## src/rtl/rdeng_pkg.sv

```systemverilog
package rdeng_pkg;
  typedef enum logic [2:0] {
    ST_WAIT  = 3'd0,
    ST_TEST  = 3'd1,
    ST_THROT = 3'd2,
    ST_STRB  = 3'd3,
    ST_SAMP  = 3'd4,
    ST_LOOP  = 3'd5,
    ST_PREAB = 3'd6
  } rd_state_e;
endpackage

```

## src/rtl/flag_sync.sv

```systemverilog
module flag_sync #(
  parameter int  STAGES  = 2,
  parameter logic RST_VAL = 1'b1
) (
  input  logic clk_i,
  input  logic rst_ni,
  input  logic d_i,
  output logic q_o
);
  logic [STAGES-1:0] sync_q;

  always_ff @(posedge clk_i or negedge rst_ni) begin
    if (!rst_ni) sync_q <= {STAGES{RST_VAL}};
    else         sync_q <= {sync_q[STAGES-2:0], d_i};
  end

  assign q_o = sync_q[STAGES-1];
endmodule

```

## src/rtl/burst_fsm.sv

```systemverilog
module burst_fsm
  import rdeng_pkg::*;
#(
  parameter int DATA_W   = 8,
  parameter int WAIT_CYC = 4,
  parameter int STRB_CYC = 3
) (
  input  logic              clk_i,
  input  logic              rst_ni,
  input  logic              empty_n_s_i,
  input  logic              buf_full_n_i,
  input  logic              abort_i,
  input  logic [DATA_W-1:0] data_i,
  output logic              slrd_n_o,
  output logic              sloe_n_o,
  output logic              pre_abort_o,
  output logic [DATA_W-1:0] byte_o,
  output logic              byte_vld_o
);
  localparam int MAX_CYC = (WAIT_CYC > STRB_CYC) ? WAIT_CYC : STRB_CYC;
  localparam int CNT_W   = $clog2(MAX_CYC + 1);
  localparam logic [CNT_W-1:0] WAIT_LAST = CNT_W'(WAIT_CYC - 1);
  localparam logic [CNT_W-1:0] STRB_LAST = CNT_W'(STRB_CYC - 1);

  rd_state_e state_q, state_d;
  logic [CNT_W-1:0] cnt_q, cnt_d;
  logic [DATA_W-1:0] byte_q;
  logic vld_q;

  always_comb begin
    state_d = state_q;
    cnt_d   = cnt_q;
    unique case (state_q)
      ST_WAIT: begin
        if (cnt_q == WAIT_LAST) begin
          cnt_d   = '0;
          state_d = ST_TEST;
        end else cnt_d = cnt_q + 1'b1;
      end
      ST_TEST:  state_d = empty_n_s_i ? ST_THROT : ST_PREAB;
      ST_THROT: if (buf_full_n_i) state_d = ST_STRB;
      ST_STRB: begin
        if (cnt_q == STRB_LAST) begin
          cnt_d   = '0;
          state_d = ST_SAMP;
        end else cnt_d = cnt_q + 1'b1;
      end
      ST_SAMP:  state_d = ST_LOOP;
      ST_LOOP:  state_d = ST_WAIT;
      ST_PREAB: if (abort_i) state_d = ST_WAIT;
      default:  state_d = ST_WAIT;
    endcase
  end

  always_ff @(posedge clk_i or negedge rst_ni) begin
    if (!rst_ni) begin
      state_q <= ST_WAIT;
      cnt_q   <= '0;
      byte_q  <= '0;
      vld_q   <= 1'b0;
    end else begin
      state_q <= state_d;
      cnt_q   <= cnt_d;
      vld_q   <= (state_q == ST_SAMP);
      if (state_q == ST_SAMP) byte_q <= data_i;
    end
  end

  logic strobing;
  assign strobing    = (state_q == ST_STRB) || (state_q == ST_SAMP);
  assign slrd_n_o    = ~strobing;
  assign sloe_n_o    = ~strobing;
  assign pre_abort_o = (state_q == ST_PREAB);
  assign byte_o      = byte_q;
  assign byte_vld_o  = vld_q;

  a_r6_strobe_needs_room: assert property (@(posedge clk_i) disable iff (!rst_ni)
    $fell(slrd_n_o) |-> $past(buf_full_n_i));
  a_r4_preab_from_empty: assert property (@(posedge clk_i) disable iff (!rst_ni)
    $rose(pre_abort_o) |-> !$past(empty_n_s_i));
  a_r4_preab_no_strobe: assert property (@(posedge clk_i) disable iff (!rst_ni)
    pre_abort_o |-> (slrd_n_o && sloe_n_o));
  a_r4_preab_latched: assert property (@(posedge clk_i) disable iff (!rst_ni)
    (pre_abort_o && !abort_i) |=> pre_abort_o);
  a_r5_abort_release: assert property (@(posedge clk_i) disable iff (!rst_ni)
    (pre_abort_o && abort_i) |=> (!pre_abort_o && slrd_n_o));
  a_r8_vld_pulse: assert property (@(posedge clk_i) disable iff (!rst_ni)
    byte_vld_o |=> !byte_vld_o);
  a_r8_vld_after_strobe: assert property (@(posedge clk_i) disable iff (!rst_ni)
    byte_vld_o |-> !$past(slrd_n_o));
  a_r7_strobe_width: assert property (@(posedge clk_i) disable iff (!rst_ni)
    $fell(slrd_n_o) |=> !slrd_n_o);
endmodule

```

## src/rtl/fifo_burst_reader.sv

```systemverilog
module fifo_burst_reader #(
  parameter int DATA_W      = 8,
  parameter int WAIT_CYC    = 4,
  parameter int STRB_CYC    = 3,
  parameter int SYNC_STAGES = 2
) (
  input  logic              clk_i,
  input  logic              rst_ni,
  input  logic              empty_n_i,
  input  logic              buf_full_n_i,
  input  logic              abort_i,
  input  logic [DATA_W-1:0] data_i,
  output logic              slrd_n_o,
  output logic              sloe_n_o,
  output logic              pre_abort_o,
  output logic [DATA_W-1:0] byte_o,
  output logic              byte_vld_o
);
  logic empty_n_s;

  flag_sync #(.STAGES(SYNC_STAGES), .RST_VAL(1'b1)) u_empty_sync (
    .clk_i (clk_i),
    .rst_ni(rst_ni),
    .d_i   (empty_n_i),
    .q_o   (empty_n_s)
  );

  burst_fsm #(.DATA_W(DATA_W), .WAIT_CYC(WAIT_CYC), .STRB_CYC(STRB_CYC)) u_fsm (
    .clk_i       (clk_i),
    .rst_ni      (rst_ni),
    .empty_n_s_i (empty_n_s),
    .buf_full_n_i(buf_full_n_i),
    .abort_i     (abort_i),
    .data_i      (data_i),
    .slrd_n_o    (slrd_n_o),
    .sloe_n_o    (sloe_n_o),
    .pre_abort_o (pre_abort_o),
    .byte_o      (byte_o),
    .byte_vld_o  (byte_vld_o)
  );

  a_r7_strobes_paired: assert property (@(posedge clk_i) disable iff (!rst_ni)
    slrd_n_o == sloe_n_o);
endmodule

```

## config.mk

```make
export PLATFORM = sky130hd
export DESIGN_NAME = fifo_burst_reader
export DESIGN_NICKNAME = d
export VERILOG_FILES = /design/src/rtl/rdeng_pkg.sv /design/src/rtl/flag_sync.sv /design/src/rtl/burst_fsm.sv /design/src/rtl/fifo_burst_reader.sv
export SDC_FILE = /design/constraint.sdc
export NUM_CORES = 1
export LEC_CHECK = 0
export BUFFER_PORTS_ARGS = -buffer_cell sky130_fd_sc_hd__buf_4
export CORE_MARGIN = 3
export CORE_UTILIZATION = 40
export DETAILED_ROUTE_END_ITERATION = 8
export PLACE_DENSITY_LB_ADDON = 0.15
export SETUP_SLACK_MARGIN = 0.15
export SLEW_MARGIN = 5
export SYNTH_ARGS = -nofsm -noshare
export SYNTH_HDL_FRONTEND = slang
export SYNTH_HIERARCHICAL = 1
export SYNTH_SLANG_ARGS = --single-unit
```

## constraint.sdc

```tcl
create_clock -name clk_i -period 1.64 [get_ports clk_i]
set_input_delay 0.328 -clock clk_i [delete_from_list [all_inputs] [get_ports clk_i]]
set_output_delay 0.328 -clock clk_i [all_outputs]
set_load 0.02 [all_outputs]
```

==> results of run 1 <==
layout by cell type (no fill, tap or decap):
cell / instances
or2b_1: 1
clkbuf_4: 3
ha_1: 4
nor2_8: 1
inv_2: 1
o21ai_1: 1
nor3b_1: 1
a311o_1: 1
nor3_1: 2
mux2_4: 1
ha_2: 1
o31ai_1: 2
inv_1: 5
mux2i_1: 1
a31oi_1: 2
buf_4: 31
nor2_4: 1
nor2_1: 3
and3b_2: 1
mux2_2: 8
a221oi_1: 1
a22oi_1: 1
dfrtp_1: 12
a221oi_2: 1
clkbuf_1: 1
xor2_1: 1
a21oi_1: 2
or3b_1: 1
o21ai_0: 4
and3b_1: 1
dlygate4sd3_1: 1
o21a_1: 1
buf_6: 2
dfstp_2: 2
nand2b_4: 1
dfrtp_2: 3
worst max path at each step:
| stage | startpoint | end | slack, ns | depth (start not counted) |
|---|---|---|---|---|
| after detailed placement | u_fsm/cnt_q[0] | u_fsm/cnt_q[1] | 0.14 | 5 |
| after global routing | u_fsm/state_q[2] | sloe_n_o | 0.07 | 3 |
| after floorplan | u_fsm/cnt_q[0] | u_fsm/cnt_q[1] | 0.21 | 5 |
| after CTS | u_fsm/state_q[2] | sloe_n_o | 0.08 | 3 |
| after global placement | u_fsm/cnt_q[0] | u_fsm/cnt_q[1] | 0.17 | 5 |
| final | u_fsm/state_q[2] | slrd_n_o | 0.13 | 3 |
power breakdown:
group | internal, µW | total, µW | switching, µW
clock network | 94.4 | 214 | 119
logic | 666 | 1310 | 648
registers | 591 | 719 | 128
per-stage QoR:
stage	instance area (µm²)	std cells	hold WS (ns)	setup WS, ns	total power [µW]
2_1_floorplan	866	72	0.0324	0.215	1500
3_3_place_gp	1080	122	0.203	0.166	1840
3_5_place_dp	1080	122	0.203	0.140	1860
4_1_cts	1160	131	0.139	0.0788	2200
5_1_grt	1190	133	0.122	0.0747	2430
6_report	1190	133	0.149	0.127	2250
layer usage:
metal  vias up  routed length [µm]  global-route usage
met5         -                   0                   0
met4         0                   7              0.0468
met3         2                 109              0.0627
met2        20                 873               0.215
met1       302                 760               0.178
li1        324                   -                   -
cell families after synthesis:
logic type | count (synthesis)
simple gates | 13
mux | 10
xor+xnor | 1
flops | 17
compound gates | 16
buf+inv | 10
fa+ha+maj | 5
flip-flops by register name, summed over array words and instances (netlist names):
register             flops
u_empty_sync/sync_q      2
u_fsm/byte_o             8
u_fsm/byte_vld_o         1
u_fsm/cnt_q              3
u_fsm/state_q            3
repair_timing:
action,4_1_cts,5_1_grt
gates resized for setup,7,4
setup endpoints to repair,4,5
hold endpoints to repair,15,0
setup buffers,4,2
hold buffers,1,0
pin swaps,1,2
critical path, cell delays in order, from the launching register on:
cell,delay [ns]
dfrtp_2,0.45
and3b_2,0.29
nor2_4,0.05
buf_6,0.12
cell type report:
type                       instances  area share
sequential                        17       0.363
multi-input combinational         45       0.344
timing repair buffer              34       0.223
tap                               27      0.0284
clock buffer                       4      0.0221
inverter                           6      0.0189
==> impl_metrics.env, run 1 <==
export IMPL_p_leak_uw=0.000594
export IMPL_antenna_found_initial=0
export IMPL_clockRootBuffer="clkbuf_4"
export IMPL_setup_viol=0
export IMPL_grt_pass1_vias=628
export IMPL_die_w_um=52.5
export IMPL_grt_max_degree=18
export IMPL_finalSetupTns_ns=0
export IMPL_skew_ns=0.00155
export IMPL_yosysSeqAreaShare=0.496
export IMPL_numCtsBuffers=3
export IMPL_gp_congestion=0.771
export IMPL_antenna_cells=0
export IMPL_clkTransAtPathRegs_ns=0.09
export IMPL_outcome="complete, no violations"
export IMPL_ys_ff_latch=17
export IMPL_min_from="empty_n_i"
export IMPL_avgSynthCellArea_um2=12.0
export IMPL_drt_pass1_iter_count=4
export IMPL_rrSetupSlack_ns=0.21
export IMPL_p_per_area_nw_per_um2=1890
export IMPL_synthTopCellsByArea="dfrtp_1, mux2_2, ha_1"
export IMPL_fillers=181
export IMPL_htree_levels=1
export IMPL_grt_first_pass_wirelength_um=2790
export IMPL_yosysUniqueCellTypes=26
export IMPL_rr_endpoint="u_fsm/cnt_q[1]"
export IMPL_seqCellArea_um2=432
export IMPL_wirelength_um=1750
export IMPL_syn_inst=72
export IMPL_post_dp_hpwl_um=1230
export IMPL_grtUsageTotal=0.142
export IMPL_r2r_start="u_fsm/cnt_q[0]"
export IMPL_areaGrowthSynthToFinish_pct=37.7
export IMPL_crit_type="flop to output port"
export IMPL_rsz0062_at_grt="true"
export IMPL_synth_area_um2=863
export IMPL_synthArstFlopShare=1.00
export IMPL_whs_path_depth=1
export IMPL_clkSinkCount=17
export IMPL_synth_edf_count=0
export IMPL_cts_buffer_depth=2
export IMPL_routedWlPerCell_um=13.2
export IMPL_slew_limit_headroom=0.819
export IMPL_r2r_cells=5
export IMPL_drv_cap=0
export IMPL_numPortBuffers=24
export IMPL_multi_input_area_um2=409
export IMPL_synth_main_ff_cell="dfrtp_1"
export IMPL_yosys_area_top_type="dfrtp_1"
export IMPL_via_per_inst=4.87
export IMPL_cp_data_required_time_ns=1.31
export IMPL_slew_violations=0
export IMPL_coreArea_um2=2000
export IMPL_drt_initial_drc_count=7
export IMPL_synth_mux_area_frac=0.129
export IMPL_cts_tree="yes"
export IMPL_worstSetupEndpointType="output port"
export IMPL_cp_start_kind="flop"
export IMPL_fin_nets=125
export IMPL_gr_total_overflow=0
export IMPL_timing_critical_path_fanout_max=4
export IMPL_synth_top_area_frac=0.435
export IMPL_route_detailed_drc=0
export IMPL_final_util=0.594
export IMPL_worst_slew_pin_slew_ns=0.272
export IMPL_ys_top_cells_by_count="dfrtp_1, mux2_2, inv_1"
export IMPL_hold_viol=0
export IMPL_synth_xor_area_frac=0.0101
export IMPL_synth_top_family_by_area="multiplexers"
export IMPL_post_route_period_util=0.922
export IMPL_post_route_min_period_ns=1.51
export IMPL_yosys_area_share_simple=0.116
export IMPL_peakVddDrop_mv=1.08
export IMPL_ys_warn_count=6
export IMPL_hold_class="input pin to flop"
export IMPL_ant_nets=0
export IMPL_synth_compound_area_frac=0.122
export IMPL_vias=648
export IMPL_die_area_um2=2750
export IMPL_ios=25
export IMPL_drive_above_1_share=0.538
export IMPL_cp_arrival_ns=1.18
export IMPL_clock_latency_ns=0.28
export IMPL_initial_core_util=0.431
export IMPL_max_freq_mhz=661
export IMPL_rows=16
export IMPL_die_height_um=52.5
export IMPL_synth_nets=90
export IMPL_holdPathEnd="u_empty_sync/sync_q[0]"
export IMPL_synth_most_common_cell="dfrtp_1"
export IMPL_synthAdderAreaFrac=0.0725
No activity file was read; power rests on OpenSTA's default activity.
==> run 2, diff against run 1 <==
==> constraint.sdc (replaced) <==
create_clock -name clk_i -period 1.8 [get_ports clk_i]
set_input_delay 0.36 -clock clk_i [delete_from_list [all_inputs] [get_ports clk_i]]
set_output_delay 0.36 -clock clk_i [all_outputs]
set_load 0.02 [all_outputs]
==> run 2 against run 1 <==
Against the previous run: critical endpoint unchanged; sequential share of layout area up 0.94 points; non-clock buffer count down 2; setup slack better by 0.061 ns; power down 11%; clock skew up 0.0079 ns; die area unchanged; register-to-register slack better by 0.07 ns; sequential power down 8.1%; critical path depth unchanged; core utilization down 1.5 points; combinational power down 15%; clock power about the same; largest cell class unchanged.
==> impl_metrics.env, run 2 (same netlist as run 1, synthesis figures left out) <==
export IMPL_hold_class="input pin to flop"
export IMPL_largest_reg_flops=8
export IMPL_route_detailed_drc=0
export IMPL_clock_latency_ns=0.30
export IMPL_initial_core_util=0.431
export IMPL_clkSinkCount=17
export IMPL_numCtsBuffers=3
export IMPL_clkTransAtPathRegs_ns=0.11
export IMPL_post_route_min_period_ns=1.61
export IMPL_max_stage_delay_ns=0.45
export IMPL_wirelength_um=1810
export IMPL_die_area_um2=2750
export IMPL_worst_slew_pin_slew_ns=0.224
export IMPL_cp_num_buf_inv=1
export IMPL_cp_start_kind="flop"
export IMPL_antenna_found_initial=0
export IMPL_htree_levels=1
export IMPL_ant_nets=0
export IMPL_slew_violations=0
export IMPL_layout_common_cells="buf_4, dfrtp_1, mux2_2"
export IMPL_post_place_cells=122
export IMPL_cts_tree="yes"
export IMPL_finalSetupTns_ns=0
export IMPL_drt_initial_drc_count=11
export IMPL_post_dp_hpwl_um=1310
export IMPL_slew_limit_headroom=0.849
export IMPL_seq_power_share=0.331
export IMPL_numPortBuffers=24
export IMPL_gr_total_overflow=0
export IMPL_rsz0062_at_grt="true"
export IMPL_layout_commonest_cell="buf_4"
export IMPL_crit_path_cell_trace="and3b_2, nor2_4, buf_4"
export IMPL_die_height_um=52.5
export IMPL_whs_ns=0.165
export IMPL_r2r_cells=5
export IMPL_drive_above_1_share=0.510
export IMPL_via_per_inst=5.27
export IMPL_sw_frac_of_total=0.410
export IMPL_grt_first_pass_wirelength_um=2710
export IMPL_fin_cells=131
export IMPL_grtUsageTotal=0.143
export IMPL_clockRootBuffer="clkbuf_4"
export IMPL_cts_buffer_depth=2
export IMPL_routedWlPerCell_um=13.8
export IMPL_die_w_um=52.5
export IMPL_skew_ns=0.00946
export IMPL_final_util=0.579
export IMPL_fillers=187
export IMPL_ios=25
export IMPL_p_int_uw=1180
export IMPL_fin_area_um2=1160
export IMPL_rows=16
export IMPL_path_delay_family="flip-flops"
export IMPL_outcome="complete, no violations"
export IMPL_fin_nets=123
export IMPL_post_route_period_util=0.895
export IMPL_peakVddDrop_mv=0.839
export IMPL_antenna_cells=0
export IMPL_vias=691
export IMPL_power_share_clock=0.107
export IMPL_timing_critical_path_fanout_max=5
export IMPL_drv_cap=0
export IMPL_grt_pass1_vias=609
export IMPL_worstSetupEndpointType="output port"
export IMPL_pwr_share_comb=0.562
export IMPL_cp_depth=3
export IMPL_crit_slowest_cell="dfrtp_2"
export IMPL_cp_data_required_time_ns=1.44
export IMPL_whs_path_depth=1
export IMPL_grt_max_degree=18
export IMPL_cp_arrival_ns=1.25
export IMPL_setup_viol=0
export IMPL_p_per_area_nw_per_um2=1720
export IMPL_gp_congestion=0.876
export IMPL_p_leak_uw=0.000584
export IMPL_max_freq_mhz=620
export IMPL_switchingPower_uw=818
export IMPL_areaGrowthSynthToFinish_pct=34.2
export IMPL_hold_viol=0
export IMPL_place_area_um2=1070
export IMPL_drt_pass1_iter_count=4
export IMPL_coreArea_um2=2000
export IMPL_crit_type="flop to output port"
run 2: through the flow:
| step | setup slack [ns] | power, µW |
|---|---|---|
| after floorplan | 0.269 | 1360 |
| final | 0.188 | 1990 |
| after detailed placement | 0.301 | 1700 |
| after CTS | 0.161 | 1990 |
| after global placement | 0.321 | 1680 |
| after global routing | 0.122 | 2140 |
run 2: cell type report:
cell class / instances / area (µm²) / share of cell area
sequential: 17 / 432 / 0.373
clock inverter: 1 / 5.00 / 0.00432
multi-input combinational: 45 / 397 / 0.342
tap: 27 / 33.8 / 0.0292
inverter: 6 / 22.5 / 0.0194
timing repair buffer: 32 / 246 / 0.213
clock buffer: 3 / 22.5 / 0.0194
run 2: metal layers:
layer	vias to the layer above	global-route usage	share of wire
met5	-	0	0
met4	0	0.102	0.025
met3	5	0.0342	0.051
met2	18	0.211	0.50
met1	350	0.182	0.42
li1	318	-	-
run 2: worst paths after layout:
| check | slack (ns) | end | start |
|---|---|---|---|
| min in group asynchronous | 0.44 | u_fsm/state_q[1] | rst_ni |
| hold / removal | 0.16 | u_empty_sync/sync_q[0] | empty_n_i |
| setup / recovery | 0.19 | slrd_n_o | u_fsm/state_q[0] |
| hold reg to reg | 0.36 | u_empty_sync/sync_q[1] | u_empty_sync/sync_q[0] |
| setup reg to reg | 0.28 | u_fsm/cnt_q[1] | u_fsm/cnt_q[0] |
| max in group asynchronous | 1.09 | u_empty_sync/sync_q[0] | rst_ni |
run 2: what timing repair did:
| item | 4_1_cts | 5_1_grt |
|---|---|---|
| gates cloned | 0 | 0 |
| buffers inserted | 4 | 0 |
| endpoints found under the setup margin | 3 | 2 |
| endpoints found under the hold margin | 15 | 0 |
| hold buffers | 1 | 0 |
| resized for setup | 5 | 2 |
| pin swaps | 1 | 1 |
run 2: power groups by stage:
stage | Combinational (µW) | Clock, µW | Sequential, µW
3_5_place_dp | 1000 | 0 | 698
5_1_grt | 1220 | 240 | 686
3_3_place_gp | 992 | 0 | 687
2_1_floorplan | 625 | 0 | 732
4_1_cts | 1100 | 223 | 662
6_report | 1120 | 213 | 661
